### config.mk
export PLATFORM = sky130hd
export DESIGN_NAME = ecc_err_capture
export DESIGN_NICKNAME = d
export VERILOG_FILES = /design/src/rtl/ecc_cap_pkg.sv /design/src/rtl/ecc_cap_bank.sv /design/src/rtl/ecc_cap_irq.sv /design/src/rtl/ecc_err_capture.sv
export SDC_FILE = /design/constraint.sdc
export NUM_CORES = 1
export LEC_CHECK = 0
export BUFFER_PORTS_ARGS = -buffer_cell sky130_fd_sc_hd__buf_2
export CORE_AREA = 5 5 121 123
export DETAILED_ROUTE_END_ITERATION = 8
export DIE_AREA = 0 0 126 128
export GPL_ROUTABILITY_DRIVEN = 0
export PLACE_DENSITY = 0.84
export SLEW_MARGIN = 20
export SYNTH_ARGS = -nofsm -noshare
export SYNTH_HDL_FRONTEND = slang
export SYNTH_SLANG_ARGS = --single-unit
### constraint.sdc
create_clock -name clk -period 2.8 [get_ports clk]
set_input_delay 0.56 -clock clk [delete_from_list [all_inputs] [get_ports clk]]
set_output_delay 0.56 -clock clk [all_outputs]
set_load 0.005 [all_outputs]
### src/rtl/ecc_cap_pkg.sv
// Package: shared constants for the ECC error capture unit.
// Assumes byte offsets on an 8-bit register address and 32-bit registers.
package ecc_cap_pkg;
    localparam int RA_W   = 8;
    localparam int CE_BIT = 6;
    localparam int UE_BIT = 7;
    localparam int NKIND  = 2;   // index 0 = correctable, 1 = uncorrectable

    localparam logic [RA_W-1:0] OFS_STATUS  = 8'h04;
    localparam logic [RA_W-1:0] OFS_MASK    = 8'h08;
    localparam logic [RA_W-1:0] OFS_UNMASK  = 8'h0C;
    localparam logic [RA_W-1:0] OFS_REMASK  = 8'h10;
    localparam logic [RA_W-1:0] OFS_CTRL    = 8'h14;
    localparam logic [RA_W-1:0] OFS_CE_ADDR = 8'h1C;
    localparam logic [RA_W-1:0] OFS_CE_DLO  = 8'h20;
    localparam logic [RA_W-1:0] OFS_CE_DHI  = 8'h24;
    localparam logic [RA_W-1:0] OFS_UE_ADDR = 8'h34;
    localparam logic [RA_W-1:0] OFS_UE_DLO  = 8'h38;
    localparam logic [RA_W-1:0] OFS_UE_DHI  = 8'h3C;
endpackage

### src/rtl/ecc_cap_bank.sv
// Module: one capture bank holding the address offset and data word of an event.
// Assumes the caller asserts load only for the event that must be kept.
module ecc_cap_bank #(
    parameter int OFS_W  = 18,
    parameter int DATA_W = 64
) (
    input  logic              clk,
    input  logic              rst_n,
    input  logic              load,
    input  logic [OFS_W-1:0]  ofs_in,
    input  logic [DATA_W-1:0] data_in,
    output logic [OFS_W-1:0]  ofs_q,
    output logic [DATA_W-1:0] data_q
);
    // Purpose: store the event details when load is high, clear them on reset.
    always_ff @(posedge clk) begin
        if (!rst_n) begin
            ofs_q  <= '0;
            data_q <= '0;
        end else if (load) begin
            ofs_q  <= ofs_in;
            data_q <= data_in;
        end
    end
endmodule

### src/rtl/ecc_cap_irq.sv
// Module: error flags, interrupt mask and the interrupt output.
// Assumes set, clr, unmask and domask are one-cycle requests from the decode.
// A set beats a clear. The mask resets to all masked.
module ecc_cap_irq #(
    parameter int N = 2
) (
    input  logic         clk,
    input  logic         rst_n,
    input  logic [N-1:0] set,
    input  logic [N-1:0] clr,
    input  logic [N-1:0] unmask,
    input  logic [N-1:0] domask,
    output logic [N-1:0] flags,
    output logic [N-1:0] mask,
    output logic         irq
);
    // Purpose: flag update in which a set has priority over a write-one-to-clear.
    always_ff @(posedge clk) begin
        if (!rst_n) flags <= '0;
        else        flags <= (flags & ~clr) | set;
    end

    // Purpose: mask update from the separate unmask and re-mask requests.
    always_ff @(posedge clk) begin
        if (!rst_n) mask <= '1;
        else        mask <= (mask & ~unmask) | domask;
    end

    // Purpose: interrupt from any flag that is not masked.
    always_comb irq = |(flags & ~mask);
endmodule

### src/rtl/ecc_err_capture.sv
// Module: top of the ECC error capture and interrupt unit.
// Decodes register writes, owns the enable bit, runs one capture bank per
// error kind and drives the combinational read mux.
// Assumes DATA_W equals twice the register width.
module ecc_err_capture
    import ecc_cap_pkg::*;
#(
    parameter int OFS_W  = 18,
    parameter int DATA_W = 64,
    parameter int REG_W  = 32
) (
    input  logic              clk,
    input  logic              rst_n,
    input  logic              ce_pulse,
    input  logic              ue_pulse,
    input  logic [OFS_W-1:0]  err_ofs,
    input  logic [DATA_W-1:0] err_data,
    input  logic [RA_W-1:0]   reg_addr,
    input  logic              reg_we,
    input  logic [REG_W-1:0]  reg_wdata,
    output logic [REG_W-1:0]  reg_rdata,
    output logic              irq
);
    localparam int HI_LSB = REG_W;

    logic              ecc_en_q;
    logic [NKIND-1:0]  pls, set_req, load, flags, mask_q;
    logic [NKIND-1:0]  clr_req, unmask_req, domask_req, wsel;
    logic [OFS_W-1:0]  bank_ofs  [NKIND];
    logic [DATA_W-1:0] bank_data [NKIND];
    logic              unused_wbits;

    assign pls  = {ue_pulse, ce_pulse};
    assign wsel = {reg_wdata[UE_BIT], reg_wdata[CE_BIT]};
    assign unused_wbits = ^{reg_wdata[REG_W-1:UE_BIT+1], reg_wdata[CE_BIT-1:1]};

    // Purpose: record events only while enabled; a bank loads only if its flag is clear.
    always_comb begin
        set_req = pls & {NKIND{ecc_en_q}};
        load    = set_req & ~flags;
    end

    // Purpose: turn register writes into clear, unmask and re-mask requests.
    always_comb begin
        clr_req    = (reg_we && reg_addr == OFS_STATUS) ? wsel : '0;
        unmask_req = (reg_we && reg_addr == OFS_UNMASK) ? wsel : '0;
        domask_req = (reg_we && reg_addr == OFS_REMASK) ? wsel : '0;
    end

    // Purpose: ECC enable control bit.
    always_ff @(posedge clk) begin
        if (!rst_n)                            ecc_en_q <= 1'b0;
        else if (reg_we && reg_addr == OFS_CTRL) ecc_en_q <= reg_wdata[0];
    end

    for (genvar g = 0; g < NKIND; g++) begin : g_bank
        ecc_cap_bank #(.OFS_W(OFS_W), .DATA_W(DATA_W)) bank_i (
            .clk     (clk),
            .rst_n   (rst_n),
            .load    (load[g]),
            .ofs_in  (err_ofs),
            .data_in (err_data),
            .ofs_q   (bank_ofs[g]),
            .data_q  (bank_data[g])
        );
    end

    ecc_cap_irq #(.N(NKIND)) irq_i (
        .clk    (clk),
        .rst_n  (rst_n),
        .set    (set_req),
        .clr    (clr_req),
        .unmask (unmask_req),
        .domask (domask_req),
        .flags  (flags),
        .mask   (mask_q),
        .irq    (irq)
    );

    // Purpose: combinational register read mux; unmapped offsets read zero.
    always_comb begin
        reg_rdata = '0;
        case (reg_addr)
            OFS_STATUS: begin
                reg_rdata[CE_BIT] = flags[0];
                reg_rdata[UE_BIT] = flags[1];
            end
            OFS_MASK: begin
                reg_rdata[CE_BIT] = mask_q[0];
                reg_rdata[UE_BIT] = mask_q[1];
            end
            OFS_CTRL:    reg_rdata[0] = ecc_en_q;
            OFS_CE_ADDR: reg_rdata    = REG_W'(bank_ofs[0]);
            OFS_CE_DLO:  reg_rdata    = bank_data[0][REG_W-1:0];
            OFS_CE_DHI:  reg_rdata    = bank_data[0][HI_LSB +: REG_W];
            OFS_UE_ADDR: reg_rdata    = REG_W'(bank_ofs[1]);
            OFS_UE_DLO:  reg_rdata    = bank_data[1][REG_W-1:0];
            OFS_UE_DHI:  reg_rdata    = bank_data[1][HI_LSB +: REG_W];
            default:     reg_rdata    = '0;
        endcase
    end
endmodule

==> flow_summary.ini, run 1 <==
[finish]
syn2layout_area_growth_pct = 18.6
layout.cell_area.non_filler_um2 = 9140
fill_cells = 1133
drive_gt1_frac = 0.211
seq_area_um2 = 3380
multi_input_area_um2 = 4000
most_frequent_cells_in_the_layout = sky130_fd_sc_hd__nand2_1, sky130_fd_sc_hd__dfxtp_1, sky130_fd_sc_hd__a21boi_0
final-instance-count-excl-fill = 1227
number_of_nets_in_the_finished_design = 1157
final_common_cell = sky130_fd_sc_hd__nand2_1

[floorplan]
top_level_ports = 160
die_w_um = 126
design.die.area_um2 = 16100
die_y_um = 128
rows = 43
placeableCoreArea_um2 = 13600
initial_utilization = 0.568

[critical_path]
crit_path_max_fanout = 12
kind_of_capture_point_of_the_worst_setup_path = output pin
critical_path.startpoint = reg_addr[5]
critical_path_required_ps = 2240
cp.arrival_ps = 2100
setup.worst_path.class = input port to output pin
crit-reg2reg-launch = ecc_en_q$_SDFFE_PN0P_
startpoint_type = input port

[detailed_routing]
viasPerCell = 5.80
drtPass1Iterations = 5
drt-initial-drc-count = 760
detail_route.wirelength_mm = 21.6
detail_route.wl_per_cell_um = 17.6
drtAntennaViolNets = 0
route.vias.total = 7116
drc = 0

[sta]
final.period_utilization = 0.949
setup_total_negative_slack_ps = 0
fmaxAchievable_mhz = 376
final_hold_viol_count = 0
timing_worst_slew_pin_value_ps = 576
smallest_hold_slack_ps = 367
worst_clock_skew_ps = 6.11
timing_max_transition_violations_final = 0
grt_setup_unrepaired = false
setup_viol = 0
final.min_clock_period_ps = 2660
slew_headroom = 0.614

[synthesis]
post_synth.cell_area_avg_um2 = 8.35
post-synth-top-area-fraction = 0.439
synth_xor_area_frac = 0
synth_simple_gate_area_frac = 0.205
ys_warn_count = 0
yosys-top-cells-area = sky130_fd_sc_hd__dfxtp_1, sky130_fd_sc_hd__nand2_1, sky130_fd_sc_hd__a21boi_0, sky130_fd_sc_hd__a22oi_1, sky130_fd_sc_hd__a21boi_1
yosys_most_used_dff = sky130_fd_sc_hd__dfxtp_1
synth_enable_flop_cells = 0
post_synth_inst_count = 923
post_synth_fa_ha_maj_area_fraction = 0
net_count_of_the_mapped_netlist = 1050
netlist-cell-type-count = 47
number_of_synthesized_register_bits = 169
synth.cell_area_um2 = 7710
synth_area_leader_cell = sky130_fd_sc_hd__dfxtp_1
fraction_of_registers_with_async_set_or_reset_after_synthesis = 0
synth-compound-area-share = 0.263
seq_area_frac_synth = 0.439
yosys-mux-area-fraction = 0.0461
largest_family_of_logic_cells_by_synthesized_area = compound AO/OA/AOI/OAI gates

[cts]
worst_skew_pair_latency_ps = 430
clock_tree.buffer_depth = 2
cts.sink_count = 169
cts_post_setup_buffers_inserted = 0
root_buffer = sky130_fd_sc_hd__clkbuf_16
cts_tree = built
cts.reportedPaths.clkPinSlew_ps = 60
post_cts_hold_buffer_count = 0
postCtsResizedCells = 0
cts_buffers = 17
htree_num_levels = 4

[global_route]
gr-total-overflow = 0
grtUsageTotal = 0.269
grt_pass1_wl_mm = 34.8
antenna_violations_before_repair = 6
grt_pass1_vias = 7061
grt_start_max_net_pins = 62

[pwr]
totalPowerFinal_mw = 4.88
power_density_nw_per_um2 = 534
comb_power_share = 0.053
power.internal_mw = 3.79
power_frac_seq = 0.493
power_switching_share = 0.224
irDropWorstVdd_mv = 0.467
clock_power_share = 0.455
switchingPower_mw = 1.09
leakage_nw = 3.27

[flow_run]
drv_cap = 0

[placed_design]
numPlacedInstances = 1191
io_buffers = 130
detailed_place_hpwl_mm = 14.3
post_dp_cell_area_um2 = 8570

[min_path]
hp-start = err_data[60]
hold_path.class = input port to register

[outcome]
run_status = complete, no violations
==> layout make-up <==
class,count,share of cell area
multi-input cells,680,0.437
flip-flops and latches,169,0.370
repair buffers,159,0.105
clock buffers,26,0.0568
well taps,180,0.0246
clock inverters,6,0.00411
inverters,3,0.00123
diodes,4,0.00109
==> stage by stage <==
| step | util | setup slack (ps) |
|---|---|---|
| floorplan | - | 611 |
| global placement | 0.632 | 155 |
| detailed placement | 0.632 | 99.9 |
| CTS | 0.673 | 19.0 |
| global route | 0.674 | 70.8 |
| finish | 0.674 | 143 |
==> sequential cells by signal, indices dropped and copies added, names as in the netlist <==
signal                flops
ecc_en_q                  1
g_bank.bank_i.data_q    128
g_bank.bank_i.ofs_q      36
irq_i.flags               2
irq_i.mask                2
==> cells in the mapped netlist (6+ instances only) <==
cell type	number
sky130_fd_sc_hd__a21boi_0	133
sky130_fd_sc_hd__a21boi_1	33
sky130_fd_sc_hd__a21o_1	8
sky130_fd_sc_hd__a22oi_1	37
sky130_fd_sc_hd__buf_2	25
sky130_fd_sc_hd__buf_6	6
sky130_fd_sc_hd__clkbuf_1	36
sky130_fd_sc_hd__dfxtp_1	169
sky130_fd_sc_hd__mux2_2	11
sky130_fd_sc_hd__mux2i_1	22
sky130_fd_sc_hd__nand2_1	341
sky130_fd_sc_hd__nand3_1	6
sky130_fd_sc_hd__o21ai_1	6
sky130_fd_sc_hd__o22ai_1	15
sky130_fd_sc_hd__o22ai_2	10
==> per-layer routing <==
| metal | global-route usage | vias to the layer above | part of all wire |
|---|---|---|---|
| met1 | 0.333 | 3368 | 0.40 |
| met2 | 0.445 | 293 | 0.49 |
| met4 | 0.115 | 4 | 0.033 |
| met5 | 0 | - | 0.00065 |
| li1 | - | 3391 | - |
| met3 | 0.0704 | 60 | 0.080 |
==> cells by family after synthesis <==
| family | count (synthesis) |
|---|---|
| and+or+nand+nor | 380 |
| AOI/OAI and AO/OA | 266 |
| DFF | 169 |
| buffers and inverters | 74 |
| muxes | 34 |
==> critical path: stages <==
cell and delay (ps):
sky130_fd_sc_hd__buf_2 270, sky130_fd_sc_hd__nor4b_1 270, sky130_fd_sc_hd__buf_4 190, sky130_fd_sc_hd__and2_1 310, sky130_fd_sc_hd__a222oi_1 130, sky130_fd_sc_hd__o21ai_1 180, sky130_fd_sc_hd__buf_2 170
==> path summary, 6_finish.rpt <==
path	end	slack (ps)	cells after the start
worst min-delay path	g_bank[0].bank_i.data_q[60]$_SDFFE_PN0P_	370	3
worst max-delay path	reg_rdata[0]	140	7
worst max register to register	g_bank[0].bank_i.data_q[26]$_SDFFE_PN0P_	1020	5
worst min register to register	g_bank[1].bank_i.ofs_q[1]$_SDFFE_PN0P_	450	2
==> power groups by stage <==
stage / Sequential, mW / Combinational (mW) / Clock [mW]
2_1_floorplan: 2.46 / 0.115 / 0
3_3_place_gp: 2.46 / 0.250 / 0
3_5_place_dp: 2.46 / 0.251 / 0
4_1_cts: 2.41 / 0.252 / 2.23
5_1_grt: 2.40 / 0.272 / 2.34
6_report: 2.41 / 0.257 / 2.22
Power figures use the tool's default switching activity.
==> run 2: changes to the inputs <==
- ABC_AREA: not set -> 1
- CORE_AREA: 5 5 121 123 -> 5 5 119 121
- DIE_AREA: 0 0 126 128 -> 0 0 124 126
==> flow_summary.ini, run 2 <==
[outcome]
run_status = complete, no violations

[sta]
worst_clock_skew_ps = 4.49
final.period_utilization = 0.869
final_critical_path_setup_slack_ps = 367
setup_viol = 0
fmaxAchievable_mhz = 411
final_hold_viol_count = 0
grt_setup_unrepaired = false
timing_max_transition_violations_final = 0
slew_headroom = 0.476
final.min_clock_period_ps = 2430
smallest_hold_slack_ps = 370
timing_worst_slew_pin_value_ps = 786
setup_total_negative_slack_ps = 0

[pwr]
clock_power_share = 0.481
power_switching_share = 0.208
power_frac_seq = 0.475
power_density_nw_per_um2 = 577
comb_power_share = 0.044
switchingPower_mw = 1.06
leakage_nw = 4.07
irDropWorstVdd_mv = 0.445
power.internal_mw = 4.01
totalPowerFinal_mw = 5.07

[global_route]
grt_pass1_wl_mm = 33.8
global_routing_s_busiest_layer = met2
antenna_violations_before_repair = 3
met1_usage = 0.335
grt_start_max_net_pins = 104
use_met3 = 0.0726
grt_pass1_vias = 6900
grtUsageMet2 = 0.448
grtUsageTotal = 0.272
gr-total-overflow = 0

[finish]
number_of_nets_in_the_finished_design = 1296
final_common_cell = sky130_fd_sc_hd__nor2_1
syn2layout_area_growth_pct = 17.1
biggestRegsByFlops = g_bank.bank_i.data_q: 128 flops, g_bank.bank_i.ofs_q: 36 flops
final-instance-count-excl-fill = 1357
top_register = g_bank.bank_i.data_q
largest_register_ff_count = 128
layout.cell_area.non_filler_um2 = 8790
drive_gt1_frac = 0.166
most_frequent_cells_in_the_layout = sky130_fd_sc_hd__nor2_1, sky130_fd_sc_hd__dfxtp_1, sky130_fd_sc_hd__o21ai_0
finish.utilization = 0.677

[flow_run]
drv_cap = 0

[synthesis]
seq_area_frac_synth = 0.451
number_of_synthesized_register_bits = 169
ys_warn_count = 0
post_synth_inst_count = 1078
synth_enable_flop_cells = 0
post-synth-top-area-fraction = 0.451
synthTopCellsByCount = sky130_fd_sc_hd__nor2_1, sky130_fd_sc_hd__dfxtp_1, sky130_fd_sc_hd__o21ai_0, sky130_fd_sc_hd__nand3_1, sky130_fd_sc_hd__nand2_1
fraction_of_registers_with_async_set_or_reset_after_synthesis = 0
net_count_of_the_mapped_netlist = 1205
yosys-top-cells-area = sky130_fd_sc_hd__dfxtp_1, sky130_fd_sc_hd__nor2_1, sky130_fd_sc_hd__o21ai_0, sky130_fd_sc_hd__nand3_1, sky130_fd_sc_hd__nand2_1
synth.cell_area_um2 = 7500
synth.most_common_cell = sky130_fd_sc_hd__nor2_1
post_synth.cell_area_avg_um2 = 6.96
netlist-cell-type-count = 21
yosys_most_used_dff = sky130_fd_sc_hd__dfxtp_1
synth_area_leader_cell = sky130_fd_sc_hd__dfxtp_1

[floorplan]
top_level_ports = 160
design.die.area_um2 = 15600
die_y_um = 126
rows = 42
placeableCoreArea_um2 = 13000
initial_utilization = 0.578
die_w_um = 124

[cts]
cts.sink_count = 169
worst_skew_pair_latency_ps = 420
postCtsResizedCells = 0
root_buffer = sky130_fd_sc_hd__clkbuf_16
post_cts_hold_buffer_count = 0
cts_post_setup_buffers_inserted = 0
cts_buffers = 17
cts.reportedPaths.clkPinSlew_ps = 60
clock_tree.buffer_depth = 2
htree_num_levels = 4
cts_tree = built

[placed_design]
post_dp_cell_area_um2 = 8180
detailed_place_hpwl_mm = 13.5
pre_cts_slack_ps = 393
io_buffers = 130
numPlacedInstances = 1326

[detailed_routing]
route.vias.total = 7566
detail_route.wl_per_cell_um = 16.0
drc = 0
drt-initial-drc-count = 744
drtAntennaViolNets = 0
viasPerCell = 5.58
drtPass1Iterations = 8
detail_route.wirelength_mm = 21.7

[min_path]
hold_path.class = input port to register

[critical_path]
startpoint_type = input port
cp.arrival_ps = 1870
setup.worst_path.class = input port to output pin
crit_path_max_fanout = 22
kind_of_capture_point_of_the_worst_setup_path = output pin
critical_path_required_ps = 2240
==> run 2: path summary, 6_finish.rpt <==
path / depth (start not counted) / end / from / slack [ps]
worst max register to register: 5 / g_bank[1].bank_i.data_q[1]$_SDFFE_PN0P_ / ecc_en_q$_SDFFE_PN0P_ / 1130
worst min-delay path: 3 / g_bank[1].bank_i.data_q[12]$_SDFFE_PN0P_ / err_data[12] / 370
worst max-delay path: 10 / reg_rdata[1] / reg_addr[3] / 370
worst min register to register: 2 / g_bank[0].bank_i.data_q[12]$_SDFFE_PN0P_ / g_bank[0].bank_i.data_q[12]$_SDFFE_PN0P_ / 450
==> run 2: critical path, cell delays in order <==
cell                      delay, ps
sky130_fd_sc_hd__buf_2          130
sky130_fd_sc_hd__inv_2           70
sky130_fd_sc_hd__nand2_2         80
sky130_fd_sc_hd__nor2_8         380
sky130_fd_sc_hd__buf_12         220
sky130_fd_sc_hd__nand3_1         90
sky130_fd_sc_hd__nand2_1        130
sky130_fd_sc_hd__nor2_1          50
sky130_fd_sc_hd__nand2_1         50
sky130_fd_sc_hd__buf_2          100
==> run 2: area by class of cell <==
cell class / count / area (um^2)
Multi-Input combinational cell: 781 / 3500
Inverter: 52 / 196
Antenna cell: 1 / 2.50
Timing Repair Buffer: 148 / 876
Tap cell: 176 / 220
Clock buffer: 21 / 460
Clock inverter: 9 / 148
Sequential cell: 169 / 3380
Fill cell: 1123 / 4190
==> run 2: routing by layer <==
layer / routed length, um / vias to the layer above
li1: - / 3688
met4: 633 / 4
met5: 19 / -
met1: 8550 / 3465
met3: 1880 / 51
met2: 10600 / 358
==> run 2: kinds of logic after synthesis <==
| family | Yosys count | synth area share |
|---|---|---|
| flip-flops | 169 | 0.451 |
| AND/OR/NAND/NOR | 570 | 0.326 |
| AO/OA/AOI/OAI | 211 | 0.141 |
| buffers and inverters | 128 | 0.0824 |
==> run 2: power by group through the flow <==
stage | clock [mW] | sequential [mW] | combinational [mW]
floorplan | 0 | 2.46 | 0.0905
global placement | 0 | 2.46 | 0.217
detailed placement | 0 | 2.46 | 0.217
CTS | 2.45 | 2.41 | 0.218
global route | 2.55 | 2.41 | 0.237
finish | 2.44 | 2.41 | 0.222
==> run 3: changes to the inputs <==
- ABC_AREA: 1 -> not set
- CORE_AREA: 5 5 119 121 -> 5 5 121 123
- DIE_AREA: 0 0 124 126 -> 0 0 126 128
- SETUP_SLACK_MARGIN: not set -> 0.3
==> flow_summary.ini, run 3 (same netlist as run 1, synthesis figures left out) <==
[outcome]
run_status = complete, no violations

[finish]
largest_register_ff_count = 128
drive_gt1_frac = 0.218
syn2layout_area_growth_pct = 19.4
multi_input_area_um2 = 4020
final_common_cell = sky130_fd_sc_hd__nand2_1
top_register = g_bank.bank_i.data_q
fill_cells = 1120
seq_area_um2 = 3380
most_frequent_cells_in_the_layout = sky130_fd_sc_hd__nand2_1, sky130_fd_sc_hd__dfxtp_1, sky130_fd_sc_hd__a21boi_0
final-instance-count-excl-fill = 1229
number_of_nets_in_the_finished_design = 1159
biggestRegsByFlops = g_bank.bank_i.data_q: 128 flops, g_bank.bank_i.ofs_q: 36 flops

[pwr]
totalPowerFinal_mw = 4.89
clock_power_share = 0.454
irDropWorstVdd_mv = 0.461
leakage_nw = 3.29
power_frac_seq = 0.492
power.internal_mw = 3.80
power_switching_share = 0.224
comb_power_share = 0.054
power_density_nw_per_um2 = 532
switchingPower_mw = 1.10

[global_route]
grtUsageTotal = 0.269
grt_pass1_wl_mm = 34.8
gr-total-overflow = 0
grt_start_max_net_pins = 62
grt_pass1_vias = 7053
antenna_violations_before_repair = 6

[floorplan]
die_w_um = 126
design.die.area_um2 = 16100
top_level_ports = 160
rows = 43
initial_utilization = 0.568
placeableCoreArea_um2 = 13600
die_y_um = 128

[detailed_routing]
drt-initial-drc-count = 717
drtPass1Iterations = 5
drc = 0
detail_route.wl_per_cell_um = 17.7
viasPerCell = 5.83
route.vias.total = 7167
detail_route.wirelength_mm = 21.8
drtAntennaViolNets = 0

[placed_design]
numPlacedInstances = 1191
io_buffers = 130
detailed_place_hpwl_mm = 14.3

[critical_path]
r2r.worst_path.cells = 5
startpoint_type = input port
critical_path_required_ps = 2240
setup.worst_path.end = reg_rdata[12]
setup.reg_to_reg.worst_slack_ps = 1020
setup.worst_path.class = input port to output pin
crit-reg2reg-launch = ecc_en_q$_SDFFE_PN0P_
kind_of_capture_point_of_the_worst_setup_path = output pin
cp.arrival_ps = 1900
crit_path_max_fanout = 11
worst_r2r_end = g_bank[0].bank_i.data_q[26]$_SDFFE_PN0P_
critical_path.startpoint = reg_addr[3]

[sta]
setup_total_negative_slack_ps = 0
slew_headroom = 0.625
worst_clock_skew_ps = 8.02
final.min_clock_period_ps = 2460
setup_viol = 0
final_hold_viol_count = 0
fmaxAchievable_mhz = 406
final.period_utilization = 0.879
timing_max_transition_violations_final = 0
grt_setup_unrepaired = true
timing_worst_slew_pin_value_ps = 562

[cts]
cts_buffers = 17
post_cts_hold_buffer_count = 0
cts_tree = built
cts.sink_count = 169
htree_num_levels = 4
clock_tree.buffer_depth = 2
root_buffer = sky130_fd_sc_hd__clkbuf_16
cts.reportedPaths.clkPinSlew_ps = 60
worst_skew_pair_latency_ps = 440

[min_path]
min_delay_path_depth = 3
hold_path.class = input port to register

[flow_run]
drv_cap = 0
==> run 3: cell types whose count changed in the layout (fill, tap and decap cells not counted), moves of 33 or more <==
| cell | before | now |
|---|---|---|
| sky130_fd_sc_hd__nand2_1 | 87 | 341 |
| sky130_fd_sc_hd__nor2_1 | 327 | 4 |
| sky130_fd_sc_hd__a22oi_1 | 0 | 36 |
| sky130_fd_sc_hd__a21boi_1 | 0 | 33 |
| sky130_fd_sc_hd__nand3_1 | 125 | 4 |
| sky130_fd_sc_hd__inv_1 | 48 | 2 |
| sky130_fd_sc_hd__o21ai_0 | 164 | 2 |
| sky130_fd_sc_hd__a21boi_0 | 0 | 133 |
| sky130_fd_sc_hd__a21oi_1 | 40 | 3 |
==> run 3: power by group through the flow <==
stage          Clock, mW  Sequential [mW]  Combinational [mW]
3_5_place_dp           0             2.46               0.251
6_report            2.22             2.41               0.265
5_1_grt             2.34             2.40               0.280
3_3_place_gp           0             2.46               0.250
2_1_floorplan          0             2.46               0.115
4_1_cts             2.23             2.41               0.253
==> run 3: cell type report <==
| cell class | count | area share |
|---|---|---|
| Tap cell | 180 | 0.0245 |
| Multi-Input combinational cell | 680 | 0.436 |
| Sequential cell | 169 | 0.368 |
| Antenna cell | 4 | 0.00109 |
| Inverter | 3 | 0.00122 |
| Clock buffer | 26 | 0.0564 |
| Timing Repair Buffer | 161 | 0.109 |
| Clock inverter | 6 | 0.00408 |
==> run 3: worst min-delay path by stage <==
stage / to / slack [ps] / from
5_1_grt: g_bank[0].bank_i.data_q[60]$_SDFFE_PN0P_ / 370 / err_data[60]
3_3_place_gp: g_bank[0].bank_i.data_q[32]$_SDFFE_PN0P_ / 440 / g_bank[0].bank_i.data_q[32]$_SDFFE_PN0P_
2_1_floorplan: g_bank[0].bank_i.data_q[32]$_SDFFE_PN0P_ / 430 / g_bank[0].bank_i.data_q[32]$_SDFFE_PN0P_
4_1_cts: g_bank[0].bank_i.data_q[60]$_SDFFE_PN0P_ / 360 / err_data[60]
3_5_place_dp: g_bank[1].bank_i.ofs_q[1]$_SDFFE_PN0P_ / 450 / g_bank[1].bank_i.ofs_q[1]$_SDFFE_PN0P_
6_report: g_bank[0].bank_i.data_q[60]$_SDFFE_PN0P_ / 360 / err_data[60]
==> run 3: critical path, stage by stage <==
cell,delay [ps]
sky130_fd_sc_hd__buf_4,180
sky130_fd_sc_hd__buf_12,170
sky130_fd_sc_hd__mux2_2,340
sky130_fd_sc_hd__a22oi_1,210
sky130_fd_sc_hd__o22ai_1,150
sky130_fd_sc_hd__a21o_1,170
sky130_fd_sc_hd__buf_2,120
==> run 3: stage by stage <==
step           utilization  worst slack [ps]  instance area, um^2  hold slack [ps]
2_1_floorplan            -               611                 7710              431
3_3_place_gp         0.632               155                 8570              438
3_5_place_dp         0.632              99.9                 8570              446
4_1_cts              0.674               254                 9140              361
5_1_grt              0.679               286                 9210              370
6_report             0.679               340                 9210              363
==> run 3: what timing repair did <==
item | in CTS | in global routing
pin swaps | 1 | 5
setup buffers | 0 | 2
gates resized for setup | 6 | 14
endpoints found under the setup margin | 16 | 30
==> run 3: per-layer routing <==
layer	GRT usage	part of all wire	vias to the layer above
li1	-	-	3387
met1	0.332	0.40	3402
met2	0.446	0.49	320
met3	0.0717	0.084	54
met4	0.114	0.027	4
met5	0	0.00064	-
